`src/rtl/cas_pkg.sv`:
```
package cas_pkg;
  typedef enum logic [1:0] {
    ST_IDLE = 2'd0,
    ST_RD   = 2'd1,
    ST_WR   = 2'd2,
    ST_FIN  = 2'd3
  } cas_state_e;
endpackage

```
`src/rtl/cas_opnd_reg.sv`:
```
module cas_opnd_reg #(
  parameter int AW = 32,
  parameter int DW = 64
) (
  input  logic          clk_i,
  input  logic          rst_ni,
  input  logic          load_i,
  input  logic [DW-1:0] old_val_i,
  input  logic [DW-1:0] new_val_i,
  input  logic [AW-1:0] base_i,
  input  logic [AW-1:0] offset_i,
  output logic [DW-1:0] old_q_o,
  output logic [DW-1:0] new_q_o,
  output logic [AW-1:0] addr_q_o
);
  // sum wraps at 2^AW
  logic [AW-1:0] addr_sum;
  assign addr_sum = base_i + offset_i;

  always_ff @(posedge clk_i or negedge rst_ni) begin
    if (!rst_ni) begin
      old_q_o  <= '0;
      new_q_o  <= '0;
      addr_q_o <= '0;
    end else if (load_i) begin
      old_q_o  <= old_val_i;
      new_q_o  <= new_val_i;
      addr_q_o <= addr_sum;
    end
  end
endmodule

```
`src/rtl/cas_cmp.sv`:
```
module cas_cmp #(
  parameter int DW     = 64,
  parameter int LANE_W = 16
) (
  input  logic [DW-1:0] a_i,
  input  logic [DW-1:0] b_i,
  output logic          eq_o
);
  localparam int LANES = (DW + LANE_W - 1) / LANE_W;
  localparam int PADW  = LANES * LANE_W;

  logic [PADW-1:0]  a_pad, b_pad;
  logic [LANES-1:0] lane_eq;

  assign a_pad = PADW'(a_i);
  assign b_pad = PADW'(b_i);

  // per-lane equality, then one AND tree
  for (genvar g = 0; g < LANES; g++) begin : g_lane
    assign lane_eq[g] = (a_pad[g*LANE_W +: LANE_W] == b_pad[g*LANE_W +: LANE_W]);
  end

  assign eq_o = &lane_eq;
endmodule

```
`src/rtl/cas_ctrl.sv`:
```
module cas_ctrl
  import cas_pkg::*;
(
  input  logic clk_i,
  input  logic rst_ni,
  input  logic start_i,
  input  logic mem_ack_i,
  input  logic match_i,
  output logic load_o,
  output logic mem_req_o,
  output logic mem_we_o,
  output logic lock_o,
  output logic done_o,
  output logic ovf_o
);
  cas_state_e st_q, st_d;
  logic       ovf_q, ovf_d;

  always_comb begin
    st_d  = st_q;
    ovf_d = ovf_q;
    unique case (st_q)
      ST_IDLE: if (start_i) st_d = ST_RD;
      ST_RD: if (mem_ack_i) begin
        if (match_i) begin
          st_d = ST_WR;
        end else begin
          st_d  = ST_FIN;
          ovf_d = 1'b0;
        end
      end
      ST_WR: if (mem_ack_i) begin
        st_d  = ST_FIN;
        ovf_d = 1'b1;
      end
      ST_FIN: st_d = ST_IDLE;
      default: st_d = ST_IDLE;
    endcase
  end

  always_ff @(posedge clk_i or negedge rst_ni) begin
    if (!rst_ni) begin
      st_q  <= ST_IDLE;
      ovf_q <= 1'b0;
    end else begin
      st_q  <= st_d;
      ovf_q <= ovf_d;
    end
  end

  assign load_o    = (st_q == ST_IDLE) && start_i;
  assign mem_req_o = (st_q == ST_RD) || (st_q == ST_WR);
  assign mem_we_o  = (st_q == ST_WR);
  assign lock_o    = mem_req_o;
  assign done_o    = (st_q == ST_FIN);
  assign ovf_o     = ovf_q;

  a_r4_write_after_match: assert property (@(posedge clk_i) disable iff (!rst_ni)
    (st_q == ST_RD && mem_ack_i && match_i) |=> (mem_req_o && mem_we_o));

  a_r5_no_write_on_miss: assert property (@(posedge clk_i) disable iff (!rst_ni)
    (st_q == ST_RD && mem_ack_i && !match_i) |=> (!mem_req_o && !ovf_o && done_o));

  a_r7_done_single: assert property (@(posedge clk_i) disable iff (!rst_ni)
    done_o |=> !done_o);

  a_r9_ovf_only_at_done: assert property (@(posedge clk_i) disable iff (!rst_ni)
    !$stable(ovf_o) |-> done_o);
endmodule

```
`src/rtl/cas_unit.sv`:
```
module cas_unit #(
  parameter int AW     = 32,
  parameter int DW     = 64,
  parameter int LANE_W = 16
) (
  input  logic          clk_i,
  input  logic          rst_ni,
  input  logic          start_i,
  input  logic [DW-1:0] old_val_i,
  input  logic [DW-1:0] new_val_i,
  input  logic [AW-1:0] base_i,
  input  logic [AW-1:0] offset_i,
  output logic          mem_req_o,
  output logic          mem_we_o,
  output logic [AW-1:0] mem_addr_o,
  output logic [DW-1:0] mem_wdata_o,
  input  logic          mem_ack_i,
  input  logic [DW-1:0] mem_rdata_i,
  output logic          lock_o,
  output logic          ovf_o,
  output logic          done_o
);
  logic          load;
  logic          match;
  logic [DW-1:0] old_q, new_q;
  logic [AW-1:0] addr_q;

  cas_opnd_reg #(.AW(AW), .DW(DW)) u_opnd (
    .clk_i     (clk_i),
    .rst_ni    (rst_ni),
    .load_i    (load),
    .old_val_i (old_val_i),
    .new_val_i (new_val_i),
    .base_i    (base_i),
    .offset_i  (offset_i),
    .old_q_o   (old_q),
    .new_q_o   (new_q),
    .addr_q_o  (addr_q)
  );

  cas_cmp #(.DW(DW), .LANE_W(LANE_W)) u_cmp (
    .a_i  (mem_rdata_i),
    .b_i  (old_q),
    .eq_o (match)
  );

  cas_ctrl u_ctrl (
    .clk_i     (clk_i),
    .rst_ni    (rst_ni),
    .start_i   (start_i),
    .mem_ack_i (mem_ack_i),
    .match_i   (match),
    .load_o    (load),
    .mem_req_o (mem_req_o),
    .mem_we_o  (mem_we_o),
    .lock_o    (lock_o),
    .done_o    (done_o),
    .ovf_o     (ovf_o)
  );

  assign mem_addr_o  = addr_q;
  assign mem_wdata_o = new_q;

  a_r6_lock_falls_after_ack: assert property (@(posedge clk_i) disable iff (!rst_ni)
    $fell(lock_o) |-> $past(mem_ack_i));

  a_r6_unlocked_at_done: assert property (@(posedge clk_i) disable iff (!rst_ni)
    done_o |-> !lock_o);

  a_r10_req_held: assert property (@(posedge clk_i) disable iff (!rst_ni)
    (mem_req_o && !mem_ack_i) |=>
      (mem_req_o && $stable(mem_addr_o) && $stable(mem_we_o) && $stable(mem_wdata_o)));

  a_r3_read_first: assert property (@(posedge clk_i) disable iff (!rst_ni)
    $rose(mem_req_o) |-> !mem_we_o);
endmodule

```
`config.mk`:
```
export PLATFORM = sky130hd
export DESIGN_NAME = cas_unit
export DESIGN_NICKNAME = d
export VERILOG_FILES = /design/src/rtl/cas_pkg.sv /design/src/rtl/cas_opnd_reg.sv /design/src/rtl/cas_cmp.sv /design/src/rtl/cas_ctrl.sv /design/src/rtl/cas_unit.sv
export SDC_FILE = /design/constraint.sdc
export NUM_CORES = 1
export LEC_CHECK = 0
export ABC_AREA = 0
export ABC_CLOCK_PERIOD_IN_PS = 2000
export BUFFER_PORTS_ARGS = -buffer_cell sky130_fd_sc_hd__buf_2
export CAP_MARGIN = 30
export CORE_ASPECT_RATIO = 0.5
export CORE_MARGIN = 8
export CORE_UTILIZATION = 45
export CTS_CLUSTER_DIAMETER = 50
export DETAILED_ROUTE_END_ITERATION = 10
export PLACE_DENSITY = 0.84
export SYNTH_ARGS = -nofsm -noshare
export SYNTH_HDL_FRONTEND = slang
export SYNTH_SLANG_ARGS = --single-unit
```
`constraint.sdc`:
```
create_clock -name clk_i -period 2 [get_ports clk_i]
set_input_delay 0.1 -clock clk_i [delete_from_list [all_inputs] [get_ports clk_i]]
set_output_delay 0.1 -clock clk_i [all_outputs]
set_load 0.005 [all_outputs]
```
=== After elaboration in Yosys (flattened, before gate mapping) ===
Index checks and enable logic that the tools add are counted.

* Add/sub/neg operators: 1
* Eq/ne operators: 11
* Muxes and demuxes: 9
* Reductions and logical operators: 7

{| class="wikitable"
|+ Operator list
! cell !! count
|-
| == test 16 bit || 4
|-
| adder 32 bit || 1
|-
| one-hot mux 2 bit (4 select lines) || 1
|-
| AND reduction 4 bit || 2
|-
| 2-to-1 mux 2 bit || 3
|-
| != test 2 bit, second input constant || 3
|-
| == test 2 bit, second input constant || 2
|-
| 2-to-1 mux 1 bit || 4
|-
| AND reduction 3 bit || 1
|-
| == test 2 x 1 -> 1 bit, second input constant || 1
|-
| zero test 2 bit || 1
|-
| != test 2 x 1 -> 1 bit, second input constant || 1
|-
| one-hot mux 1 bit (2 select lines) || 1
|-
| nonzero test 2 bit || 1
|-
| logical AND 1 bit || 1
|-
| logical OR 1 bit || 1
|}

* Flip-flop bits (word level): 163
* Bits of input ports: 260
* Output and inout port bits: 101
* Logic and storage cells: 33

=== Logic depth before layout (Yosys ltp) ===
Gate-level depths: netlist of the first run.

* Depth after elaboration: 5
* Gate-level depth with buffers: 10

=== Cells and area by module ===
A second synthesis of the first run with hierarchy kept.

* Cells, all modules: 693
* Area total of the unflattened synthesis: 8,485.6 µm²

{| class="wikitable"
|+ Modules (own cells, without submodules)
! module !! times used !! cells each !! area an instance (µm²) !! seq. area each (µm²)
|-
| cas_opnd_reg || 1 || 585 || 7,544.7 || 4,003.8
|-
| cas_cmp || 1 || 85 || 698.2 || 0.0
|-
| cas_ctrl || 1 || 23 || 242.7 || 75.1
|}

=== Worst setup path after synthesis of the first run ===
No wires, ideal clock.

* Path kind: input port to flip-flop
* From: input base_i[0]
* To: register u_opnd.addr_q_o[26]
* Setup time: 0.132 ns
* Data arrival time: 2.205 ns
* Setup slack: -0.337 ns
* Stages on the path: 10
* Path buffers: 0
* Cell sequence: ha_1 -> fa_1 -> a21o_1 -> a221oi_4 -> o31ai_2 -> a2111oi_2 -> o21bai_1 -> a21oi_1 -> xor2_1 -> o21ai_1

* Longest elaborated chain between the ends: 1

{| class="wikitable"
|+ Ends and longest elaborated chain
! element !! RTL line !! RTL
|-
| start: declaration || cas_unit.sv:11 || <nowiki>input logic [AW-1:0] base_i,</nowiki>
|-
| adder 32 bit || cas_opnd_reg.sv:18 || <nowiki>assign addr_sum = base_i + offset_i;</nowiki>
|-
| end signal: assignment || cas_opnd_reg.sv:28 || <nowiki>addr_q_o <= addr_sum;</nowiki>
|-
| end: declaration || cas_opnd_reg.sv:14 || <nowiki>output logic [AW-1:0] addr_q_o</nowiki>
|}

No other way between the ends.
A chain may end at the register's enable or synchronous reset.

=== Final worst setup path of the first run ===
* From: input base_i[0]
* To: register u_opnd.addr_q_o[28]

The elaborated chain is that of the path after synthesis.

==> summary.md, run 1 <==
| Metric | Value |
|---|---|
| Post-route setup slack | `-0.0993 ns` |
| ANT nets after route | `0` |
| Synth Area per Inst | `8.62 um^2` |
| Syn Nets | `1303` |
| Total grt overflow | `0` |
| Placed inst area | `0.0115 mm^2` |
| Vias in the first global route | `10189` |
| CP bufs+invs | `1` |
| Design Power | `16.1 mW` |
| Sw power | `slightly below 6 mW` |
| Max_cap viols | `0` |
| WHS | `0.159 ns` |
| CP required | `2.30 ns` |
| Synth area leaders | `dfrtp_1 (47%), nand2_1 (19%), xnor2_1 (7.8%)` |
| Layout area overhead | `57.6%` |
| Clock Skews | `0.0142 ns` |
| Multi-input logic area | `0.00453 mm^2` |
| Hold/Removal Path Class | `in -> reg` |
| CTS sink cnt | `about 160` |
| Slowest CP cell | `fa_2` |
| Power density over the cells | `1180 mW/mm^2` |
| Element type at the critical path end | `register` |
| Peak VDD IR | `0.000636 V` |
| Final TNS setup | `-0.117 ns` |
| Worst path max stage delay | `about 0.37 ns` |
| DRC violation total after the first TritonRoute iteration | `984` |
| Netlist cell types | `between 60 and 70` |
| Seq. cell area | `0.00408 mm^2` |
| CTS tree | `done` |
| Final-layout fill cell count | `roughly 1400` |
| RD Place Congestion | `between 0.9 and 1` |
| Achievable frequency | `476 MHz` |
| Critical Path Start Type | `input port` |
| Drt pass-1 iters | `6` |
| First-pass GRT wire length | `53700 um` |
| Async S/R FF share, synth | `100%` |
| Clk pin slew, worst setup/hold paths | `0.06 ns` |
| Post-synth top cells | `nand2_1 (439), dfrtp_1 (163), xnor2_1 (77)` |
| Die Area | `0.0242 mm^2` |
| Via count | `9755` |
| CP top delay family | `compound AO/OA/AOI/OAI gates` |
| Min cycle time layout | `2.10 ns` |
| Initial antenna violation count | `7` |
| Synth Cell Area | `0.00867 mm^2` |
| Proportion of layout cells with a drive suffix above 1 | `33.8%` |
| Post-synth EDFFs | `0` |
| Vias/cell | `5.25` |
| H-tree depth | `4` |
| Top Ports | `between 300 and 400` |
| Mapped Cells | `1006` |
| IO Port Bufs | `360` |
| Clock Power Share | `23.7%` |
| Most used cell, CP | `o21ai_1` |
| CTS Buf Count | `17` |
| Failing checks | `setup timing` |
| Height of the die | `114 um` |
| Synth Warn # | `0` |
| Largest net degree at the start of global routing | `63` |
| Worst Tran Pin Value | `0.502 ns` |
| Outcome | `complete, but fails checks` |
| Die Wd | `212 um` |
| Cell chain of the critical path | `buf_8 -> ha_4 -> fa_2 -> a21o_1 -> a221oi_4 -> o31ai_4 -> a2111oi_4 -> nor2_1 -> o21ai_1 -> xor2_1 -> o21ai_1` |
| Comb power frac | `approximately two fifths` |
| Final setup fails | `2` |
| R2r setup slk | `approximately 0.070 ns` |
| Finished Cell Area | `0.0137 mm^2` |
| Fin crit share | `105%` |
| Clock tree root driver cell | `clkbuf_16` |
| Total Routing Usage GR | `28.1%` |
| Flop pwr share | `a little under two fifths` |
| Final nets | `1867` |
| Site Rows | `36` |
| Crit Path Class | `in -> reg` |
| Remaining DRCs | `0` |
| Starting Density | `45.2%` |
| Top-area cell type share of the netlist area | `roughly 47%` |
| Slew margin rel. | `between 60% and 70%` |
| Top_reg_cell synth | `dfrtp_1` |
| LEAKAGE | `7.21 nW` |
| Leading area contributor after synthesis | `dfrtp_1` |
| Synth Register Bits | `163` |
| Wire per inst | `about 19 um` |
| Max-slew violation count | `0` |
| Clock Latency Late Sink | `~0.43 ns` |
| DP Cell Count | `1683` |
| P_int | `10.1 mW` |
| Sequential area share after synthesis | `47.0%` |
| CTS max path bufs | `2` |
| Crit Path Max Fanout | `3` |
| Detailed-route wire length | `between 30000 and 40000 um` |
| Core area | `0.0192 mm^2` |
| Count leader, synth | `nand2_1` |
| Sw Ratio | `37.0%` |
| DP HPWL | `23700 um` |
| Final hold viol count | `0` |
| Arr. time, crit path | `2.39 ns` |
| RSZ-0062 raised after global routing | `true` |
| Post-Layout Cell Count | `1858` |
-- kinds of logic (layout without fill, tap and decap cells) --
kind of cell             Yosys count  count (layout)  share of synthesized area (%)
AND/OR/NAND/NOR                  523             523                           24.3
flip-flops                       163             163                           47.0
AO/OA/AOI/OAI                    136             136                           11.3
XOR/XNOR                          88              88                           8.89
buffers and inverters             57             634                           2.73
adder cells (fa/ha/maj)           37              37                           5.43
multiplexers                       2               2                          0.260
other                              0               9                              0
-- power groups by stage --
| stage | Sequential (mW) | Clock, mW | Combinational (mW) |
|---|---|---|---|
| 2_1_floorplan | 5.76 | 0 | 3.17 |
| 3_5_place_dp | 5.82 | 0 | 5.86 |
| 3_3_place_gp | 5.72 | 0 | 5.62 |
| 5_1_grt | 6.04 | 3.97 | 6.98 |
| 6_report | 5.90 | 3.81 | 6.38 |
| 4_1_cts | 5.78 | 3.82 | 6.15 |
-- sequential cells by signal, indices dropped and copies added, names as in the netlist --
signal and count:
u_ctrl.st_q 2, u_opnd.new_q_o 64, u_ctrl.ovf_o 1, u_opnd.addr_q_o 32, u_opnd.old_q_o 64
-- cell usage in the layout (no fill, tap or decap), drive strengths merged, types with 3 or more instances in the layout --
cell / n
a211oi: 4
a21o: 19
a21oi: 25
a31o: 4
a31oi: 7
and2: 6
and3: 6
buf: 463
bufinv: 6
clkbuf: 19
clkinv: 5
dfrtp: 163
diode: 9
dlygate4sd3: 131
ha: 36
inv: 9
nand2: 439
nand3: 11
nand4: 22
nor2: 19
nor3: 8
nor4: 4
o21a: 3
o21ai: 42
o21bai: 5
o31ai: 6
xnor2: 77
xor2: 11
-- worst reg2reg max path: stages (launching register included) --
cell	delay, ns
dfrtp_1	0.41
xnor2_1	0.20
nand4_1	0.21
nor4_4	0.39
nand4_1	0.14
buf_4	0.18
a211oi_2	0.20
o21ai_0	0.09
-- path summary, 6_finish.rpt --
check	startpoint	cells after the start	to
hold / removal	offset_i[31]	4	u_opnd.addr_q_o[31]
max in group asynchronous	rst_ni	3	u_opnd.old_q_o[13]
setup reg to reg	u_opnd.old_q_o[10]	7	u_ctrl.st_q[0]
hold reg to reg	u_opnd.new_q_o[28]	2	u_opnd.new_q_o[28]
min in group asynchronous	rst_ni	2	u_opnd.old_q_o[40]
setup / recovery	base_i[0]	11	u_opnd.addr_q_o[28]
-- metal layers --
layer	track usage [%]	vias to the layer above	part of all wire, %
met4	19.8	0	7.0
met1	30.4	4573	37
met5	0	-	0
li1	-	4463	-
met2	49.8	540	51
met3	5.03	179	5.4
-- through the flow --
stage	setup slack, ns	utilization, %
after floorplan	-0.256	-
after global placement	-0.480	60.0
after detailed placement	-0.566	60.0
after CTS	0.00669	70.6
after global routing	-0.188	71.2
final	-0.0993	71.2
-- area by class of cell --
type / count / share of cell area [%]
well taps: 266 / 2.44
clock inverters: 13 / 1.68
inverters: 8 / 0.220
repair buffers: 594 / 29.2
multi-input cells: 786 / 33.2
flip-flops and latches: 163 / 29.9
clock buffers: 19 / 3.32
diodes: 9 / 0.165
-- what timing repair did --
| action | CTS | global route |
|---|---|---|
| hold buffers | 131 | 0 |
| pin swaps | 5 | 13 |
| hold endpoints to repair | 176 | 0 |
| gates resized for setup | 3 | 14 |
| buffers inserted | 1 | 2 |
| setup endpoints to repair | 4 | 12 |
No activity file was read; power rests on OpenSTA's default activity.
==> run 2, diff against run 1 <==
- PLACE_DENSITY: 0.84 -> 0.76
==> run 2 against run 1 <==
Effect of this change: clock power is 7.9% lower; the flow still finishes with violations (setup timing); sequential power down 1%; flip-flop and latch count unchanged; global-route usage shrank 1.3 points; sequential share of layout area grew 0.42 points; total power decreased by 3.9%; count of clock-buffer cells in the layout up 3; final cell count down 0.65%; final area is 1.4% lower.
==> summary.md, run 2 (same netlist as run 1, synthesis figures left out) <==
| Metric | Value |
|---|---|
| Most frequent cells in the layout | `nand2_1 (437), buf_2 (357), dfrtp_1 (163), dlygate4sd3_1 (131), buf_4 (85)` |
| DP HPWL | `23200 um (-2.1%)` |
| RD Place Congestion | `0.924 (about the same)` |
| Hold/Removal Path Class | `in -> reg` |
| Initial antenna violation count | `5 (-2)` |
| Fin crit share | `103% (-1.9 points)` |
| Final-layout fill cell count | `1491 (+6.6%)` |
| Min cycle time layout | `2.06 ns (-0.0385 ns)` |
| Element type at the critical path end | `register` |
| IO Port Bufs | `360 (unchanged)` |
| CP required | `2.30 ns (about the same)` |
| Via count | `9542 (-2.2%)` |
| ANT nets after route | `0 (unchanged)` |
| Top Ports | `361 (unchanged)` |
| CTS Buf Count | `17 (unchanged)` |
| Commonest non-fill, non-tap cell in the layout | `nand2_1` |
| Height of the die | `114 um (unchanged)` |
| Starting Density | `45.2% (unchanged)` |
| Max-slew violation count | `0 (unchanged)` |
| CP bufs+invs | `1 (unchanged)` |
| Post-Layout Cell Count | `1846 (-0.65%)` |
| Largest regs | `u_opnd.new_q_o (64), u_opnd.old_q_o (64), u_opnd.addr_q_o (32)` |
| CTS sink cnt | `163 (unchanged)` |
| Slew margin rel. | `67.7% (+1.2 points)` |
| Final TNS setup | `-0.0608 ns (+0.0567 ns)` |
| Largest net degree at the start of global routing | `83 (+32%)` |
| Final Util | `70.2% (-0.99 points)` |
| Most used cell, CP | `o21ai_1` |
| CTS max path bufs | `2 (unchanged)` |
| Final hold viol count | `0 (unchanged)` |
| Achievable frequency | `485 MHz (+1.9%)` |
| DRC violation total after the first TritonRoute iteration | `758 (-23%)` |
| Remaining DRCs | `0 (unchanged)` |
| Failing checks | `setup timing` |
| RSZ-0062 raised after global routing | `true` |
| CP top delay family | `compound AO/OA/AOI/OAI gates` |
| Peak VDD IR | `0.000828 V (+30%)` |
| Total Routing Usage GR | `26.8% (-1.3 points)` |
| Arr. time, crit path | `2.36 ns (-0.03 ns)` |
| Cell chain of the critical path | `buf_6 -> ha_4 -> fa_2 -> a21o_1 -> a221oi_4 -> o31ai_4 -> a2111oi_4 -> nor2_1 -> o21ai_1 -> xor2_1 -> o21ai_1` |
| Proportion of layout cells with a drive suffix above 1 | `33.0% (-0.82 points)` |
| Worst path max stage delay | `0.39 ns (+0.02 ns)` |
| Max_cap viols | `0 (unchanged)` |
| Core area | `0.0192 mm^2 (unchanged)` |
| Clock Latency Late Sink | `0.43 ns (about the same)` |
| Vias in the first global route | `10108 (-0.79%)` |
| DP Cell Count | `1671 (-0.71%)` |
| Design Power | `15.5 mW (-3.9%)` |
| Clk pin slew, worst setup/hold paths | `0.07 ns (about the same)` |
| Worst Tran Pin Value | `0.484 ns (-0.0174 ns)` |
| Slowest CP cell | `a221oi_4` |
| LEAKAGE | `7.09 nW (-1.7%)` |
| Critical Path Start Type | `input port` |
| Site Rows | `36 (unchanged)` |
| Layout area overhead | `55.4%` |
| WHS | `0.100 ns (-0.0584 ns)` |
| Crit Path Class | `in -> reg` |
| Crit Path Max Fanout | `3 (unchanged)` |
| Clock tree root driver cell | `clkbuf_16` |
| Outcome | `complete, but fails checks` |
| Total grt overflow | `0 (unchanged)` |
| Post-route setup slack | `-0.0608 ns (+0.0385 ns)` |
| Drt pass-1 iters | `5 (-1)` |
| First-pass GRT wire length | `51700 um (-3.7%)` |
| Wire per inst | `17.9 um (-6.0%)` |
| Die Area | `0.0242 mm^2 (unchanged)` |
| Clock Skews | `0.00938 ns (-0.00481 ns)` |
| Vias/cell | `5.17 (-1.5%)` |
| Final setup fails | `1 (-1)` |
| Detailed-route wire length | `33000 um (-6.6%)` |
| CTS tree | `done` |
| Final nets | `1855 (-0.64%)` |
| Power density over the cells | `1150 mW/mm^2 (-2.5%)` |
| Die Wd | `212 um (unchanged)` |
| H-tree depth | `4 (unchanged)` |
[run 2: final cells by class]
cell class	instances	area, um^2	share of cell area [%]
diodes	9	22.5	0.167
clock buffers	22	494	3.67
clock inverters	10	141	1.05
inverters	8	30.0	0.223
multi-input cells	786	4480	33.3
flip-flops and latches	163	4080	30.3
well taps	266	333	2.47
repair buffers	582	3890	28.9
[run 2: per-layer routing]
layer  wire length, um  track usage (%)
met5                11                0
met1             12400             29.4
met4              1910             17.6
met3              1640             4.73
met2             17000             47.8
[run 2: worst paths after layout]
| kind | from | to | slack (ns) | cells after the start |
|---|---|---|---|---|
| min reg2reg | u_opnd.new_q_o[58] | u_opnd.new_q_o[58] | 0.47 | 2 |
| max | base_i[0] | u_opnd.addr_q_o[28] | -0.06 | 11 |
| min in group asynchronous | rst_ni | u_opnd.old_q_o[5] | 0.20 | 2 |
| max in group asynchronous | rst_ni | u_opnd.addr_q_o[5] | 1.12 | 3 |
| min | offset_i[1] | u_opnd.addr_q_o[1] | 0.10 | 4 |
| max reg2reg | u_opnd.old_q_o[25] | u_ctrl.st_q[0] | 0.14 | 6 |
[run 2: what timing repair did]
item / in CTS / in global routing
setup buffers: 1 / 2
hold buffers: 131 / 0
resized for setup: 4 / 4
hold endpoints to repair: 175 / 0
setup endpoints to repair: 4 / 7
pin swaps: 4 / 2
[run 2: through the flow]
stage	setup slack, ns	area, um^2
3_5_place_dp	-0.621	11400
2_1_floorplan	-0.256	8760
6_report	-0.0608	13500
3_3_place_gp	-0.521	11400
4_1_cts	0.0159	13400
5_1_grt	-0.135	13500
[run 2: worst register-to-register path, cell delays in order, from the launching register on]
cell and delay [ns]:
dfrtp_1 0.39, xnor2_1 0.28, nand4_1 0.15, nor4_2 0.32, nand4_1 0.25, a211oi_1 0.27
o21ai_0 0.10
[run 2: report_power, final]
| part | leakage, nW | total, mW | internal [mW] | switching [mW] |
|---|---|---|---|---|
| clock | 0.310 | 3.51 | 2.14 | 1.37 |
| combinational | 4.75 | 6.14 | 2.83 | 3.31 |
| sequential | 2.03 | 5.82 | 4.84 | 0.980 |
| total | 7.09 | 15.5 | 9.81 | 5.66 |
==> run 3, diff against run 2 <==
--- a/config.mk
+++ b/config.mk
@@ -17,2 +17,3 @@
 export PLACE_DENSITY = 0.76
+export SKIP_LAST_GASP = 1
 export SYNTH_ARGS = -nofsm -noshare
--- a/constraint.sdc
+++ b/constraint.sdc
@@ -3,2 +3,2 @@
 set_output_delay 0.1 -clock clk_i [all_outputs]
-set_load 0.005 [all_outputs]
+set_load 0.02 [all_outputs]
==> run 3 against run 2 <==
Effect of this change: the run still ends with setup timing left; via count decreased by 0.66%; worst hold slack better by 0.012 ns; global-route usage is essentially flat; wire length about the same; final area about the same; clock power is essentially flat; first-iteration DRC count rose by 0.26%; register-to-register slack is essentially flat; sequential power barely moved; non-clock buffer count did not move; largest cell class unchanged; combinational power rose by 19%; critical path depth did not move.
==> summary.md, run 3 (same netlist as run 1, synthesis figures left out) <==
| Metric | Value |
|---|---|
| Outcome | `complete, but fails checks` |
| Failing checks | `setup timing` |
| Starting Density | `45.2% (unchanged)` |
| RD Place Congestion | `0.924 (unchanged)` |
| Max-slew violation count | `0 (unchanged)` |
| Hold/Removal Path Class | `in -> reg` |
| Vias/cell | `5.14 (-0.55%)` |
| Clock Skews | `0.00878 ns (-0.000598 ns)` |
| Top Ports | `361 (unchanged)` |
| ANT nets after route | `0 (unchanged)` |
| Total grt overflow | `0 (unchanged)` |
| Via count | `9479 (-0.66%)` |
| CP required | `2.30 ns (about the same)` |
| Die Area | `0.0242 mm^2 (unchanged)` |
| Crit Path Class | `in -> reg` |
| Post-route setup slack | `-0.0614 ns (-0.000596 ns)` |
| Power density over the cells | `1230 mW/mm^2 (+7.5%)` |
| Detailed-route wire length | `33000 um (about the same)` |
| CTS tree | `done` |
| Fin crit share | `103% (about the same)` |
| Achievable frequency | `485 MHz (about the same)` |
| Height of the die | `114 um (unchanged)` |
| Drt pass-1 iters | `5 (unchanged)` |
| Die Wd | `212 um (unchanged)` |
| Most frequent cells in the layout | `nand2_1 (437), buf_2 (357), dfrtp_1 (163), dlygate4sd3_1 (131), buf_4 (85)` |
| Peak VDD IR | `0.000828 V (about the same)` |
| Layout area overhead | `55.3% (about the same)` |
| Element type at the critical path end | `register` |
| Initial antenna violation count | `4 (-1)` |
| Commonest non-fill, non-tap cell in the layout | `nand2_1` |
| CTS Buf Count | `17 (unchanged)` |
| First-pass GRT wire length | `51700 um (about the same)` |
| Largest net degree at the start of global routing | `83 (unchanged)` |
| Total Routing Usage GR | `26.8% (-0.030 points)` |
| Wire per inst | `17.9 um (+0.17%)` |
| Clock Latency Late Sink | `0.42 ns (about the same)` |
| CTS max path bufs | `2 (unchanged)` |
| Remaining DRCs | `0 (unchanged)` |
| Final nets | `1855 (unchanged)` |
| H-tree depth | `4 (unchanged)` |
| Critical Path Start Type | `input port` |
| DRC violation total after the first TritonRoute iteration | `760 (+0.26%)` |
| Final setup fails | `1 (unchanged)` |
| DP Cell Count | `1671 (unchanged)` |
| Post-Layout Cell Count | `1844 (-0.11%)` |
| Final TNS setup | `-0.0614 ns (-0.000596 ns)` |
| Vias in the first global route | `10097 (-0.11%)` |
| Max_cap viols | `0 (unchanged)` |
| Clk pin slew, worst setup/hold paths | `0.07 ns (about the same)` |
| Clock tree root driver cell | `clkbuf_16` |
| Core area | `0.0192 mm^2 (unchanged)` |
| Proportion of layout cells with a drive suffix above 1 | `33.0% (unchanged)` |
| CTS sink cnt | `163 (unchanged)` |
| DP HPWL | `23200 um (unchanged)` |
| LEAKAGE | `7.09 nW (about the same)` |
| Slew margin rel. | `67.5% (-0.16 points)` |
| RSZ-0062 raised after global routing | `true` |
| Largest regs | `u_opnd.new_q_o (64), u_opnd.old_q_o (64), u_opnd.addr_q_o (32)` |
| Crit Path Max Fanout | `3 (unchanged)` |
| Arr. time, crit path | `2.36 ns (about the same)` |
| Min cycle time layout | `2.06 ns (+0.000596 ns)` |
| Final hold viol count | `0 (unchanged)` |
| Site Rows | `36 (unchanged)` |
| Worst Tran Pin Value | `0.487 ns (+0.00239 ns)` |
| IO Port Bufs | `360 (unchanged)` |
| R2r setup slk | `0.14 ns (about the same)` |
run 3: cell type report:
cell class,instances,area [um^2]
tap,266,333
clock inverter,10,141
sequential,163,4080
multi-input combinational,786,4480
clock buffer,22,494
fill,1492,5720
antenna,7,17.5
inverter,8,30.0
timing repair buffer,582,3890
run 3: path summary, 6_finish.rpt:
| path | start | endpoint | cells past startpoint |
|---|---|---|---|
| setup reg to reg | u_opnd.old_q_o[25] | u_ctrl.st_q[0] | 6 |
| setup / recovery | base_i[0] | u_opnd.addr_q_o[28] | 11 |
| min in group asynchronous | rst_ni | u_opnd.old_q_o[5] | 2 |
| max in group asynchronous | rst_ni | u_opnd.addr_q_o[5] | 3 |
| hold / removal | offset_i[1] | u_opnd.addr_q_o[1] | 4 |
| hold reg to reg | u_opnd.addr_q_o[6] | u_opnd.addr_q_o[6] | 2 |
run 3: per-stage QoR:
step | util [%] | hold WS (ns) | setup WS, ns | power, mW | instance area (um^2)
2_1_floorplan | - | -0.196 | -0.256 | 10.1 | 8760
3_3_place_gp | 59.6 | 0.0747 | -0.521 | 12.5 | 11400
3_5_place_dp | 59.6 | 0.0810 | -0.621 | 12.7 | 11400
4_1_cts | 69.8 | 0.0817 | -0.00798 | 16.5 | 13400
5_1_grt | 70.1 | 0.126 | -0.134 | 17.6 | 13500
6_report | 70.2 | 0.112 | -0.0614 | 16.6 | 13500
run 3: what timing repair did:
action                                  in CTS  in global routing
buffers inserted                             1                  2
endpoints found under the hold margin      175                  0
resized for setup                            2                  6
endpoints found under the setup margin       4                  7
pin swaps                                    4                  2
hold buffers                               131                  0
run 3: layer usage:
layer	share of wire [%]	wire (um)	GRT usage, %	vias up
li1	-	-	-	4420
met1	38	12500	29.3	4503
met2	51	16900	47.9	403
met3	4.9	1610	4.73	151
met4	6.0	1970	17.2	2
met5	0.033	11	0	-
run 3: critical path, stage by stage:
cell	delay [ns]
buf_6	0.10
ha_4	0.15
fa_2	0.37
a21o_1	0.20
a221oi_4	0.39
o31ai_4	0.11
a2111oi_4	0.36
nor2_1	0.11
o21ai_1	0.20
xor2_1	0.20
o21ai_1	0.08
run 3: where the power goes:
| group | leakage, nW | total, mW | switching, mW | internal (mW) |
|---|---|---|---|---|
| Sequential | 2.03 | 5.82 | 0.982 | 4.84 |
| Combinational | 4.75 | 7.28 | 4.42 | 2.85 |
| Clock | 0.310 | 3.52 | 1.38 | 2.14 |
